--- src/rtl/seg_xlate_pkg.sv ---
package seg_xlate_pkg;

    localparam int ADDR_W    = 32;
    localparam int SEL_W     = 16;
    localparam int PRIV_W    = 2;
    localparam int IDX_W     = SEL_W - PRIV_W - 1;
    localparam int DESC_W    = 2 * ADDR_W;
    localparam int DESC_SH   = 3;
    localparam int SEG_COUNT = 6;
    localparam int SEG_W     = $clog2(SEG_COUNT);

    typedef struct packed {
        logic [IDX_W-1:0]  index;
        logic              use_local;
        logic [PRIV_W-1:0] priv;
    } selector_t;

    typedef struct packed {
        logic [ADDR_W-1:0] limit;
        logic [ADDR_W-1:0] base;
    } descriptor_t;

    typedef struct packed {
        logic              loaded;
        logic [PRIV_W-1:0] priv;
        descriptor_t       desc;
    } seg_entry_t;

    typedef enum logic [0:0] {
        LD_IDLE = 1'b0,
        LD_WAIT = 1'b1
    } ld_state_e;

    function automatic logic [ADDR_W-1:0] desc_addr(
        input selector_t         s,
        input logic [ADDR_W-1:0] local_base,
        input logic [ADDR_W-1:0] global_base
    );
        logic [ADDR_W-1:0] tbl;
        logic [ADDR_W-1:0] ofs;
        tbl = s.use_local ? local_base : global_base;
        ofs = {{(ADDR_W-IDX_W-DESC_SH){1'b0}}, s.index, {DESC_SH{1'b0}}};
        return tbl + ofs;
    endfunction

    function automatic logic seg_in_range(input logic [SEG_W-1:0] seg);
        return 32'(seg) < SEG_COUNT;
    endfunction

endpackage

--- src/rtl/seg_loader.sv ---
module seg_loader
    import seg_xlate_pkg::*;
(
    input  logic                clk,
    input  logic                rst,
    input  logic [ADDR_W-1:0]   ldt_base,
    input  logic [ADDR_W-1:0]   gdt_base,
    input  logic                load_valid,
    input  logic [SEG_W-1:0]    load_seg,
    input  logic [SEL_W-1:0]    load_sel,
    input  logic                rsp_valid,
    input  logic [DESC_W-1:0]   rsp_data,
    output logic                busy,
    output logic                req,
    output logic [ADDR_W-1:0]   req_addr,
    output logic                wr_en,
    output logic [SEG_W-1:0]    wr_seg,
    output seg_entry_t          wr_entry
);

    ld_state_e          state_q;
    logic [SEG_W-1:0]   seg_q;
    logic [PRIV_W-1:0]  priv_q;
    logic [ADDR_W-1:0]  addr_q;
    selector_t          sel_in;
    logic               accept;

    assign sel_in = selector_t'(load_sel);
    assign accept = (state_q == LD_IDLE) && load_valid && seg_in_range(load_seg);

    always_ff @(posedge clk) begin
        if (rst) begin
            state_q <= LD_IDLE;
            seg_q   <= '0;
            priv_q  <= '0;
            addr_q  <= '0;
        end else begin
            case (state_q)
                LD_IDLE: if (accept) begin
                    state_q <= LD_WAIT;
                    seg_q   <= load_seg;
                    priv_q  <= sel_in.priv;
                    addr_q  <= desc_addr(sel_in, ldt_base, gdt_base);
                end
                LD_WAIT: if (rsp_valid) begin
                    state_q <= LD_IDLE;
                end
                default: state_q <= LD_IDLE;
            endcase
        end
    end

    assign req           = (state_q == LD_WAIT);
    assign busy          = req;
    assign req_addr      = addr_q;
    assign wr_en         = req && rsp_valid;
    assign wr_seg        = seg_q;
    assign wr_entry.loaded = 1'b1;
    assign wr_entry.priv   = priv_q;
    assign wr_entry.desc   = descriptor_t'(rsp_data);

endmodule

--- src/rtl/seg_regfile.sv ---
module seg_regfile
    import seg_xlate_pkg::*;
(
    input  logic             clk,
    input  logic             rst,
    input  logic             wr_en,
    input  logic [SEG_W-1:0] wr_seg,
    input  seg_entry_t       wr_entry,
    input  logic [SEG_W-1:0] rd_seg,
    output seg_entry_t       rd_entry
);

    seg_entry_t entries_q [SEG_COUNT];

    for (genvar g = 0; g < SEG_COUNT; g++) begin : g_seg
        always_ff @(posedge clk) begin
            if (rst) begin
                entries_q[g] <= '0;
            end else if (wr_en && (wr_seg == SEG_W'(g))) begin
                entries_q[g] <= wr_entry;
            end
        end
    end

    always_comb begin
        rd_entry = '0;
        for (int i = 0; i < SEG_COUNT; i++) begin
            if (rd_seg == SEG_W'(i)) rd_entry = entries_q[i];
        end
    end

endmodule

--- src/rtl/seg_limit_add.sv ---
module seg_limit_add
    import seg_xlate_pkg::*;
(
    input  logic               clk,
    input  logic               rst,
    input  logic               valid,
    input  seg_entry_t         entry,
    input  logic [ADDR_W-1:0]  offset,
    output logic               done,
    output logic [ADDR_W-1:0]  lin,
    output logic               fault,
    output logic [PRIV_W-1:0]  priv
);

    logic              ok;
    logic [ADDR_W-1:0] sum;

    assign ok  = entry.loaded && (offset <= entry.desc.limit);
    assign sum = entry.desc.base + offset;

    always_ff @(posedge clk) begin
        if (rst) begin
            done  <= 1'b0;
            lin   <= '0;
            fault <= 1'b0;
            priv  <= '0;
        end else begin
            done  <= valid;
            lin   <= (valid && ok) ? sum : '0;
            fault <= valid && !ok;
            priv  <= valid ? entry.priv : '0;
        end
    end

endmodule

--- src/rtl/seg_xlate.sv ---
module seg_xlate
    import seg_xlate_pkg::*;
(
    input  logic              clk,
    input  logic              rst,
    input  logic [31:0]       ldt_base_i,
    input  logic [31:0]       gdt_base_i,
    input  logic              load_valid_i,
    input  logic [2:0]        load_seg_i,
    input  logic [15:0]       load_sel_i,
    output logic              load_busy_o,
    output logic              mem_req_o,
    output logic [31:0]       mem_addr_o,
    input  logic              mem_rsp_valid_i,
    input  logic [63:0]       mem_rsp_data_i,
    input  logic              xl_valid_i,
    input  logic [2:0]        xl_seg_i,
    input  logic [31:0]       xl_off_i,
    output logic              xl_done_o,
    output logic [31:0]       xl_lin_o,
    output logic              xl_fault_o,
    output logic [1:0]        xl_priv_o
);

    logic             wr_en;
    logic [SEG_W-1:0] wr_seg;
    seg_entry_t       wr_entry;
    seg_entry_t       rd_entry;

    seg_loader u_loader (
        .clk       (clk),
        .rst       (rst),
        .ldt_base  (ldt_base_i),
        .gdt_base  (gdt_base_i),
        .load_valid(load_valid_i),
        .load_seg  (load_seg_i),
        .load_sel  (load_sel_i),
        .rsp_valid (mem_rsp_valid_i),
        .rsp_data  (mem_rsp_data_i),
        .busy      (load_busy_o),
        .req       (mem_req_o),
        .req_addr  (mem_addr_o),
        .wr_en     (wr_en),
        .wr_seg    (wr_seg),
        .wr_entry  (wr_entry)
    );

    seg_regfile u_regs (
        .clk     (clk),
        .rst     (rst),
        .wr_en   (wr_en),
        .wr_seg  (wr_seg),
        .wr_entry(wr_entry),
        .rd_seg  (xl_seg_i),
        .rd_entry(rd_entry)
    );

    seg_limit_add u_xl (
        .clk   (clk),
        .rst   (rst),
        .valid (xl_valid_i),
        .entry (rd_entry),
        .offset(xl_off_i),
        .done  (xl_done_o),
        .lin   (xl_lin_o),
        .fault (xl_fault_o),
        .priv  (xl_priv_o)
    );

endmodule

--- config.mk ---
export PLATFORM = sky130hd
export DESIGN_NAME = seg_xlate
export DESIGN_NICKNAME = d
export VERILOG_FILES = /design/src/rtl/seg_xlate_pkg.sv /design/src/rtl/seg_loader.sv /design/src/rtl/seg_regfile.sv /design/src/rtl/seg_limit_add.sv /design/src/rtl/seg_xlate.sv
export SDC_FILE = /design/constraint.sdc
export NUM_CORES = 1
export LEC_CHECK = 0
export ABC_CLOCK_PERIOD_IN_PS = 20400
export BUFFER_PORTS_ARGS = -buffer_cell sky130_fd_sc_hd__buf_2
export CORE_MARGIN = 2
export CORE_UTILIZATION = 43
export CTS_CLUSTER_SIZE = 12
export DETAILED_ROUTE_END_ITERATION = 10
export SYNTH_ARGS = -nofsm -noshare
export SYNTH_HDL_FRONTEND = slang
export SYNTH_SLANG_ARGS = --single-unit
export TNS_END_PERCENT = 10
--- constraint.sdc ---
create_clock -name clk -period 20.4 [get_ports clk]
set_input_delay 2.04 -clock clk [delete_from_list [all_inputs] [get_ports clk]]
set_output_delay 2.04 -clock clk [all_outputs]
set_load 0.005 [all_outputs]
==> run summary <==
outcome = complete, no violations
die area = 57300 um^2
standard-cell row count = 86
Rel. slew slack = 22.3%
Post-Syn Area = 23800 um^2
sequential cell area = 13500 um^2
crit path kind = input pin to register
Lkg Pwr = 11.1 nW
Post-synth ARST share = 0%
Post-Syn Nets = 2214
Worst Skew = 25.2 ps
fmax = 0.142 GHz
Seq/Total Area, Yosys = 56.9%
Clk pin slew, worst setup/hold paths = 60 ps
Max clock buf depth = 3
Sink Count = 476
initial antenna violation count = 15
Worst Tran Pin Value = 1160 ps
hold endpoint = u_loader.req_addr[3]
IO Pins = 257
Layout Cells excl Fill = 2921
power per cell area = 83.4 nW/um^2
synth top area cells = edfxtp_1 51%, and2_1 8.9%, dfxtp_1 6.3%
I/O Buffers = 256
core area = 54900 um^2
DRC = 0
Worst EP arrival = 7500 ps
fin nets = 2433
Pre-Repair DR Iteration Count = 7
PostCTS Resize Cnt = 0
WL/cell = 23.6 um
minimum hold slack = 457 ps
Critical Path Source Type = input pin
Vias = 16300
r2r setup slk = 16570 ps
GRT Overall Usage = 24.1%
RSZ-0062 raised after global routing = false
path depth of the worst reg2reg path = 11
total chip power = 2.29 mW
area of the multi-input gates = 9790 um^2
Avg Cell Area, Syn = 12.2 um^2
Unique masters post-synth = 78
CP max FO = 70
Antenna Nets Post-Route = 0
dpl hpwl = 42000 um
# fillers = 4840
Tcrit/Tclk final = 34.4%
Critical R2R Launch = u_regs.entries_q[1][80]
routed wire length = 68900 um
Hold-fix buffers, CTS = 0
Die Height = 239 um
flops & latches, synth = 476
hold path startpoint = u_loader.req_addr[3]
min cycle time layout = 7030 ps
Root Driver = clkbuf_16
r2r endpoint = u_xl.lin[25]
nature of the critical path endpoint = register
Yosys Warn Count = 0
total grt overflow = 0
largest net degree at the start of global routing = 82
post-CTS setup buffers = 0
Util after Layout = 49.9%
Synth top area share = 50.6%
layout cell share with drive strength beyond 1 = 20.7%
Worst IR Drop VDD = 0.0000631 V
H-tree depth = 2
vias per cell = 5.60
CTS tree = built
fin worst setup slack = 13370 ps
total CTS buffers = 51
Clk Latency, worst-skew pair = 600 ps
Placed Area = 25800 um^2
most used flip-flop cell after synthesis = edfxtp_1
Placed Instances = 2819
post-route cell area = 27400 um^2
Synth area leader = edfxtp_1
Die Wd = 239 um
vias in the first global route = 16700
Post-synth EDFFs = 401
Initial Util = 43.4%
Placer Congestion = 0.912
Final Max Slew Viols = 0
cells after synthesis = 1949
final setup vio count = 0
Iteration-0 DRC Markers = 1227
maxcap violations = 0
post-route setup TNS = 0 ps
WHS Path Cells = 2
Worst Path Required = 20870 ps
final hold viol count = 0
global-route wire length before repair = 102000 um
P&R area growth vs syn = 15.0%
Worst Hold Class = register to register
dpl ws = 12760 ps
==> sequential cells by signal (all words and copies together), names as in the netlist <==
name / cells
u_regs.entries_q: 402
u_loader.req_addr: 32
u_xl.lin: 32
u_loader.wr_seg: 3
u_loader.priv_q: 2
u_xl.priv: 2
u_loader.busy: 1
u_xl.done: 1
u_xl.fault: 1
==> worst max-delay path: stages <==
cell and delay (ps):
clkbuf_8 610, buf_4 610, buf_4 700, mux4_2 600
nand2_1 70, o21ai_0 180, ha_1 510, nand4_1 230
nor4_1 410, o21ai_1 150, and2_1 250, a21oi_1 310
mux2_1 370, a2111oi_1 340
==> area by class of cell <==
class                   instances  share of cell area (%)
clock inverters                16                   0.594
well taps                     704                    3.22
inverters                      23                   0.315
repair buffers                283                    5.46
diodes                          8                  0.0731
clock buffers                  78                    5.14
flip-flops and latches        476                    49.4
multi-input cells            1333                    35.8
==> how the worst max path moves through the flow <==
stage               startpoint                      to  slack [ps]  cells after the start
5_1_grt            xl_seg_i[0]            u_xl.lin[25]       13000                     14
2_1_floorplan  mem_rsp_valid_i  u_regs.entries_q[0][0]       12600                      2
3_3_place_gp       xl_seg_i[0]            u_xl.lin[25]       12880                     14
6_report           xl_seg_i[0]            u_xl.lin[25]       13370                     14
4_1_cts            xl_seg_i[0]            u_xl.lin[25]       13370                     14
3_5_place_dp       xl_seg_i[0]            u_xl.lin[25]       12760                     14
==> cells by family after synthesis <==
| logic type | share of synthesized area, % |
|---|---|
| simple gates | 17.8 |
| flops | 56.9 |
| compound gates | 8.21 |
| fa+ha+maj | 4.16 |
| mux | 9.95 |
| xor+xnor | 0.662 |
| buf+inv | 2.37 |
==> layout by cell type, fill, tap and decap left out, types with 75 or more instances in the layout <==
master / n
dfxtp_1: 75
and2_1: 337
edfxtp_1: 401
nor2_1: 97
ha_1: 76
and3_1: 81
a21oi_1: 95
buf_2: 254
nand2_1: 116
mux2i_1: 87
==> metal layers <==
metal	GRT usage [%]	wire [um]	up-vias
met1	31.9	29200	7976
met4	8.52	1820	14
met3	5.01	5210	105
li1	-	-	7688
met5	0	86	-
met2	39.4	32500	562
==> Yosys cell counts (7+ instances only) <==
cell,n
nor4_1,10
nor2b_1,9
clkbuf_1,89
o21a_1,7
a31oi_1,14
nor3b_1,7
o21ai_1,8
mux2_2,27
nand3b_1,9
nor2_1,98
dfxtp_1,75
inv_1,23
and3_1,81
buf_2,16
and2_1,337
nand4_1,9
xor2_1,10
a22oi_1,7
nand2_1,117
nor3_1,34
a222oi_1,11
mux4_2,52
a21oi_1,95
xnor2_1,8
o211ai_1,7
edfxtp_1,401
ha_1,76
buf_1,9
a211oi_1,16
a21o_1,13
mux2i_1,87
nand3_1,26
o21ai_0,72
==> report_power, final <==
part	leakage (nW)	internal (mW)	switching (mW)	total, mW
clock	0.754	0.512	0.383	0.896
combinational	5.58	0.107	0.176	0.283
sequential	4.74	1.09	0.0136	1.11
No activity file was read; power rests on OpenSTA's default activity.
